`src/rtl/crc32_pkg.sv`:
```
package crc32_pkg;
  localparam int unsigned CRC_W   = 32;
  localparam int unsigned BYTE_W  = 8;
  localparam logic [CRC_W-1:0] GEN_POLY = 32'h2004_4009;

  typedef logic [CRC_W-1:0]  crc_t;
  typedef logic [BYTE_W-1:0] byte_t;

  typedef struct packed {
    logic take_seed;
    logic fold_byte;
    logic consume;
  } step_ctl_t;
endpackage

```
`src/rtl/crc_shift_stage.sv`:
```
module crc_shift_stage #(
  parameter int unsigned       W    = 32,
  parameter logic [W-1:0]      POLY = '0
) (
  input  logic [W-1:0] reg_in,
  output logic [W-1:0] reg_out
);
  logic [W-1:0] shifted;

  always_comb begin
    shifted = {reg_in[W-2:0], 1'b0};
    reg_out = reg_in[W-1] ? (shifted ^ POLY) : shifted;
  end
endmodule

```
`src/rtl/crc_byte_update.sv`:
```
module crc_byte_update #(
  parameter int unsigned  W    = 32,
  parameter int unsigned  D    = 8,
  parameter logic [W-1:0] POLY = '0
) (
  input  logic [W-1:0] crc_in,
  input  logic [D-1:0] data_in,
  output logic [W-1:0] crc_out
);
  localparam int unsigned TOP = W - D;

  logic [W-1:0] chain [0:D];

  always_comb begin
    chain[0] = crc_in ^ {data_in, {TOP{1'b0}}};
  end

  for (genvar s = 0; s < D; s++) begin : g_stage
    crc_shift_stage #(.W(W), .POLY(POLY)) u_stage (
      .reg_in  (chain[s]),
      .reg_out (chain[s+1])
    );
  end

  always_comb crc_out = chain[D];

  // A zero checksum with a zero byte stays zero (linearity of the update).
  always_comb begin
    if (crc_in == '0 && data_in == '0)
      a_r1_zero_fixed: assert (crc_out == '0);
  end
endmodule

```
`src/rtl/crc_beat_ctrl.sv`:
```
module crc_beat_ctrl
  import crc32_pkg::*;
(
  input  logic      clk,
  input  logic      rst,
  input  logic      beat_valid,
  input  logic      beat_has_byte,
  input  logic      beat_start,
  input  logic      beat_end,
  output logic      ready,
  output logic      in_msg,
  output logic      done,
  output step_ctl_t ctl
);
  logic ready_q, busy_q, done_q;
  logic accept;

  always_comb begin
    accept        = beat_valid & ready_q;
    ctl.consume   = accept & (beat_start | busy_q);
    ctl.take_seed = beat_start;
    ctl.fold_byte = beat_has_byte;
  end

  always_ff @(posedge clk) begin
    if (rst) begin
      ready_q <= 1'b0;
      busy_q  <= 1'b0;
      done_q  <= 1'b0;
    end else begin
      ready_q <= 1'b1;
      done_q  <= ctl.consume & beat_end;
      if (ctl.consume) begin
        if (beat_end)        busy_q <= 1'b0;
        else if (beat_start) busy_q <= 1'b1;
      end
    end
  end

  assign ready  = ready_q;
  assign in_msg = busy_q;
  assign done   = done_q;

  // completion always returns the engine to the idle state.
  a_r4_done_idle: assert property (@(posedge clk) disable iff (rst)
    done_q |-> !busy_q);

  // a stray beat between messages never completes anything.
  a_r5_idle_no_done: assert property (@(posedge clk) disable iff (rst)
    (beat_valid && ready_q && !beat_start && !busy_q) |=> !done_q);

  // ready is low while reset is held.
  a_r8_ready_reset: assert property (@(posedge clk)
    rst |=> (!ready_q || !rst));
endmodule

```
`src/rtl/crc32_stream_engine.sv`:
```
module crc32_stream_engine
  import crc32_pkg::*;
(
  input  logic        clk,
  input  logic        rst,
  input  logic [31:0] seed_value,
  input  logic        beat_valid,
  output logic        beat_ready,
  input  logic [7:0]  beat_data,
  input  logic        beat_has_byte,
  input  logic        beat_start,
  input  logic        beat_end,
  output logic [31:0] crc_value,
  output logic        crc_done
);
  step_ctl_t ctl;
  logic      in_msg;
  crc_t      crc_q, base, stepped, next_crc;

  crc_beat_ctrl u_ctrl (
    .clk           (clk),
    .rst           (rst),
    .beat_valid    (beat_valid),
    .beat_has_byte (beat_has_byte),
    .beat_start    (beat_start),
    .beat_end      (beat_end),
    .ready         (beat_ready),
    .in_msg        (in_msg),
    .done          (crc_done),
    .ctl           (ctl)
  );

  always_comb base = ctl.take_seed ? crc_t'(seed_value) : crc_q;

  crc_byte_update #(.W(CRC_W), .D(BYTE_W), .POLY(GEN_POLY)) u_update (
    .crc_in  (base),
    .data_in (byte_t'(beat_data)),
    .crc_out (stepped)
  );

  always_comb next_crc = ctl.fold_byte ? stepped : base;

  always_ff @(posedge clk) begin
    if (rst)              crc_q <= '0;
    else if (ctl.consume) crc_q <= next_crc;
  end

  assign crc_value = crc_q;

  // no offered beat, no change.
  a_r3_hold_idle: assert property (@(posedge clk) disable iff (rst)
    !beat_valid |=> $stable(crc_value));

  // beats between messages without a start leave the result alone.
  a_r5_stray_hold: assert property (@(posedge clk) disable iff (rst)
    (beat_valid && beat_ready && !beat_start && !in_msg) |=> $stable(crc_value));

  // an empty start beat produces the seed.
  a_r6_empty_seed: assert property (@(posedge clk) disable iff (rst)
    (beat_valid && beat_ready && beat_start && !beat_has_byte)
      |=> crc_value == $past(seed_value));

  // a byte-less beat inside a message keeps the checksum.
  a_r6_nobyte_hold: assert property (@(posedge clk) disable iff (rst)
    (beat_valid && beat_ready && !beat_start && !beat_has_byte) |=> $stable(crc_value));
endmodule

```
`config.mk`:
```
export PLATFORM = sky130hd
export DESIGN_NAME = crc32_stream_engine
export DESIGN_NICKNAME = d
export VERILOG_FILES = /design/src/rtl/crc32_pkg.sv /design/src/rtl/crc_shift_stage.sv /design/src/rtl/crc_byte_update.sv /design/src/rtl/crc_beat_ctrl.sv /design/src/rtl/crc32_stream_engine.sv
export SDC_FILE = /design/constraint.sdc
export NUM_CORES = 1
export LEC_CHECK = 0
export BUFFER_PORTS_ARGS = -buffer_cell sky130_fd_sc_hd__buf_2
export CAP_MARGIN = 20
export CORE_MARGIN = 8
export CORE_UTILIZATION = 52
export CTS_BUF_LIST = sky130_fd_sc_hd__clkbuf_2
export CTS_CLUSTER_DIAMETER = 40
export DETAILED_ROUTE_END_ITERATION = 10
export HOLD_SLACK_MARGIN = 0.05
export MAX_ROUTING_LAYER = met4
export PLACE_DENSITY = 0.91
export SYNTH_ARGS = -nofsm -noshare
export SYNTH_HDL_FRONTEND = slang
export SYNTH_SLANG_ARGS = --single-unit
```
`constraint.sdc`:
```
create_clock -name clk -period 2.15 [get_ports clk]
set_clock_uncertainty 0.2 [all_clocks]
set_input_delay 0.215 -clock clk [delete_from_list [all_inputs] [get_ports clk]]
set_output_delay 0.215 -clock clk [all_outputs]
set_load 0.03 [all_outputs]
```
## Word-level counts from Yosys, hierarchy flattened

Index checks and enable logic that the tools add are counted.
Widths: inputs -> output; s select.

- $lt $le $gt $ge: 0
- Equality and inequality tests: 0
- Multiply operators: 0
- Bitwise logic cells: 13
- Multiplexer cells: 13
- $add $sub $neg: 0
- Shifts and indexed selects: 0
- Reductions and logical operators: 2
- Div/mod/pow operators: 0

Operators by type and width:

| cell | count |
|---|---|
| $mux 30 | 8 |
| $mux 32 | 2 |
| $not 5->5 | 8 |
| $xor 32x32->32 | 1 |
| $and 1x1->1 | 3 |
| $mux 1 | 3 |
| $reduce_and 2->1 | 1 |
| $reduce_bool 2->1 | 1 |
| $or 1x1->1 | 1 |

- Latch bits: 0
- Memories: 0
- Bits in registers: 35
- Bits of input ports: 46
- RAM bits: 0
- Output and inout port bits: 34
- Word-level logic and storage cells: 32
- ROM bits: 0

## Longest topological paths before layout

- Word-level depth: 19
- Gate-level depth with buffers: 7
- Gate-level depth less buffers: 5

## Modules after synthesis

From an unflattened synthesis, not the netlist that was laid out.

- Cells, all modules: 529
- Area total of the unflattened synthesis: 4485.6 µm²

By module, submodules not included:

| module | cells each | times used | seq. area each (µm²) | area each (µm²) |
|---|---|---|---|---|
| crc32_stream_engine | 255 | 1 | 640.6 | 2343.5 |
| crc_shift_stage | 32 | 8 | 0.0 | 245.2 |
| crc_beat_ctrl | 10 | 1 | 60.1 | 110.1 |
| crc_byte_update | 8 | 1 | 0.0 | 70.1 |

## Worst setup path before layout

Ideal clock, no wire load.

- Path kind: register -> register
- Start point: reg crc_q[28], in the netlist crc_value[28]
- End point: reg crc_q[15], in the netlist crc_value[15]
- Cell stages (with the launch flop): 6
- Slack: 0.160 ns
- Clock period less this slack: 1.990 ns
- Data required time: 1.828 ns
- Path buffers: 0
- Data arrival time: 1.668 ns
- Setup time: 0.122 ns
- Cell sequence: dfxtp_1 mux2i_1 xnor2_1 xnor3_2 xnor2_1 a21oi_1

- Longest elaborated chain between the ends: 8

RTL lines:

| what | RTL line | text |
|---|---|---|
| start: declaration | crc32_stream_engine.sv:18 | `crc_t crc_q, base, stepped, next_crc;` |
| start signal: assignment | crc32_stream_engine.sv:45 | `else if (ctl.consume) crc_q <= next_crc;` |
| $mux 32 (*) | crc32_stream_engine.sv:33 | `always_comb base = ctl.take_seed ? crc_t'(seed_value) : crc_q;` |
| $xor 32x32->32 (*) | crc_byte_update.sv:15 | `chain[0] = crc_in ^ {data_in, {TOP{1'b0}}};` |
| $not 5->5 (no line) | n/a |  |
| $mux 30 (*) (4 in a row) | crc_shift_stage.sv:12 | `reg_out = reg_in[W-1] ? (shifted ^ POLY) : shifted;` |
| $mux 32 (*) | crc32_stream_engine.sv:41 | `always_comb next_crc = ctl.fold_byte ? stepped : base;` |

Mark *: on every way between the ends. The rest lies on a longest branch, timed or not.
A chain may end at the register's enable or synchronous reset.

## Final worst setup path

- Start point: in seed_value[30]
- End point: reg crc_q[0], in the netlist crc_value[0]

- Longest elaborated chain between the ends: 6

RTL lines:

| what | RTL line | text |
|---|---|---|
| start: declaration | crc32_stream_engine.sv:6 | `input logic [31:0] seed_value,` |
| $mux 32 | crc32_stream_engine.sv:33 |  |
| $xor 32x32->32 | crc_byte_update.sv:15 |  |
| $mux 30 (3 in a row) | crc_shift_stage.sv:12 |  |
| $mux 32 | crc32_stream_engine.sv:41 |  |

No other way between the ends.

==> out/metrics.csv <==
stage,metric,value,unit
status,run_status,finished clean,
logic_synthesis,ys_top_cells_by_area,"sky130_fd_sc_hd__dfxtp_1 29%, sky130_fd_sc_hd__mux2i_1 11%, sky130_fd_sc_hd__a21oi_1 7.6%",
power_and_ir_drop,static_leakage,1.52,nW
die,die-height,83.7,um
logic_synthesis,synth.yosys.seq_area_share,0.294,
cts,htree_num_levels,2,
critical_path,timing.critical_path.slowest_cell_delay,0.53,ns
logic_synthesis,postSynthCellCount,248,
drt,drt.antenna.violating_nets,0,
logic_synthesis,yosysWarnings,0,
logic_synthesis,syn-num-nets,294,
global_routing,initial_antenna_violation_count,0,
finish,register_area,701,sq um
timing,post-route-period-util,0.948,
global_routing,global_route.usage.total,0.222,
worst_hold_path,class_of_the_tightest_hold_or_removal_check,primary input to flip-flop,
logic_synthesis,avgSynthCellArea,9.61,sq um
place,dp_cells,383,
power_and_ir_drop,irDropWorstVdd,261,uV
finish,final_layout_size_suffix_gt1_frac,0.354,
finish,antennaDiodeCount,0,
critical_path,timing.critical_path.slowest_stage_cell,sky130_fd_sc_hd__dlygate4sd3_1,
cts,cts_max_path_buffers,2,
finish,multi_input_area,1600,sq um
place,numPortBuffers,79,
die,top_level_pins,80,
critical_path,startpoint_type,primary input,
place,dpl-instance-area,2930,sq um
power_and_ir_drop,post-layout-total-power,1.77,mW
die,start_util,0.544,
drt,routed_wl,7750,um
drt,avgRoutedWirePerCell,19.1,um
cts,cts_tree,yes,
logic_synthesis,synth_area,2380,sq um
cts,cell_at_the_root_of_the_clock_tree,sky130_fd_sc_hd__clkbuf_2,
global_routing,first_global_vias,2513,
die,die_x,83.7,um
drt,drtIter0Drc,216,
critical_path,timing.critical_path.required,2.27,ns
finish,final-instance-count-excl-fill,405,
run,max_cap_violations,0,
global_routing,grt_pass1_wl,12500,um
timing,total_count_of_max_transition_violations_in_the_final_report,0,
logic_synthesis,synth_largest_type_area_fraction,0.294,
die,design.die.area,7010,sq um
finish,final.fill_count,320,
drt,drc,0,
timing,timing.final.crit_period,2.04,ns
timing,max_slew_margin,0.557,
die,core_area,4380,sq um
drt,per_cell_via_count_in_the_routed_design,6.08,
cts,cts.sinks,35,
timing,finalHoldViolations,0,
critical_path,crit_path_end_kind,flip-flop,
global_routing,global_route.overflow_total,0,
die,row_count,24,
timing,finalSetupViolCount,0,
logic_synthesis,top_cell_type_by_total_area_after_synthesis,sky130_fd_sc_hd__dfxtp_1,
finish,nNetsFinal,400,
cts,worstSkewPairLatency,0.40,ns
cts,clk_transition_reported_paths,0.18,ns
timing,fmax,0.490,GHz
critical_path,critical_path_arrival,2.16,ns
drt,vias,2463,
logic_synthesis,synth-seq-cells,35,
cts,cts-buffers-inserted,5,
global_routing,grt_start_max_net_pins,22,
finish,fin_area,3130,sq um
finish,synthToLayoutAreaGrowth,31.1,%
timing,worstMarginPinSlew,0.662,ns
place,gp_routability_congestion,0.883,
power_and_ir_drop,power.density,567,nW/um^2
critical_path,path_cells,"dlygate4sd3_1, buf_2, mux2i_4, xor2_4, xor3_2, a21bo_2, a21oi_1",
critical_path,crit_fanout,5,
place,place_hpwl,5520,um
drt,drt-pass1-iter-count,5,
logic_synthesis,ys_types,37,
critical_path,worst-setup-path-type,primary input to flip-flop,
==> metal layers <==
metal / track usage / wire, um / vias to the layer above
li1: - / - / 1100
met4: 0.0973 / 292 / 0
met2: 0.365 / 3690 / 173
met5: - / 0 / -
met3: 0.0498 / 635 / 36
met1: 0.252 / 3130 / 1154
==> repair_timing <==
action                                  in CTS  in global routing
setup buffers                                0                  1
resized for setup                            0                  1
hold buffers                                15                  0
endpoints found under the hold margin       20                  0
endpoints found under the setup margin       0                  1
==> layout by cell type (no fill, tap or decap), drive strengths merged <==
master,n
nor3,5
mux2i,29
xnor2,15
nand2,29
nor2,16
and3,2
mux4,5
buf,101
xor3,2
o221ai,6
nand3,2
dfxtp,35
xnor3,9
clkbuf,6
a211oi,6
a21bo,1
o211a,1
o21ai,13
a21oi,36
dlygate4sd3,15
a41o,1
o22ai,1
o211ai,4
inv,2
xor2,11
==> state kept, by name, indices dropped and copies added, names as in the netlist <==
| name | cells |
|---|---|
| crc_value | 32 |
| u_ctrl.ready | 1 |
| u_ctrl.in_msg | 1 |
| u_ctrl.done | 1 |
==> critical path, delay by kind of cell <==
| family | cells | cell delay, ns |
|---|---|---|
| mux | 1 | 0.22 |
| buf+inv | 2 | 0.68 |
| compound gates | 2 | 0.36 |
| xor+xnor | 2 | 0.69 |
==> where the power goes <==
part	switching, mW	total, mW	internal [mW]
sequential	0.0302	0.714	0.683
combinational	0.381	0.756	0.375
clock	0.229	0.303	0.0734
==> worst paths after layout <==
kind	from	to	slack, ns	cells after the start
setup / recovery	seed_value[30]	crc_value[0]	0.11	7
hold / removal	seed_value[8]	crc_value[8]	0.08	5
setup reg to reg	crc_value[24]	crc_value[0]	0.13	5
hold reg to reg	crc_value[17]	crc_value[17]	0.29	2
==> through the flow <==
| step | worst slack (ns) | utilization | setup TNS [ns] | hold WS [ns] |
|---|---|---|---|---|
| CTS | 0.134 | 0.710 | 0 | 0.0659 |
| finish | 0.111 | 0.713 | 0 | 0.0831 |
| global placement | 0.0633 | 0.669 | 0 | 0.216 |
| floorplan | 0.160 | - | 0 | 0.111 |
| detailed placement | -0.0113 | 0.669 | -0.0113 | 0.220 |
| global route | -0.0117 | 0.713 | -0.0117 | 0.104 |
==> cell families (layout without fill, tap and decap cells) <==
family	after synthesis	count (layout)	share of synthesized area
compound gates	69	69	0.174
xor+xnor	37	37	0.224
buf+inv	19	124	0.0367
flops	35	35	0.294
mux	34	34	0.181
simple gates	54	54	0.0908
==> Yosys cell counts (all sizes together) <==
master,instances
a211oi,6
a21bo,1
a21oi,36
a41o,1
and3,2
buf,7
clkbuf,10
dfxtp,35
inv,2
mux2i,29
mux4,5
nand2,29
nand3,2
nor2,16
nor3,5
o211a,1
o211ai,4
o21ai,13
o221ai,6
o22ai,1
xnor2,15
xnor3,9
xor2,11
xor3,2
==> final cells by class <==
class / count / share of cell area
multi-input combinational: 194 / 0.512
timing repair buffer: 116 / 0.231
sequential: 35 / 0.224
tap: 52 / 0.0208
inverter: 2 / 0.00240
clock buffer: 6 / 0.00961
No activity file was read; power rests on OpenSTA's default activity.
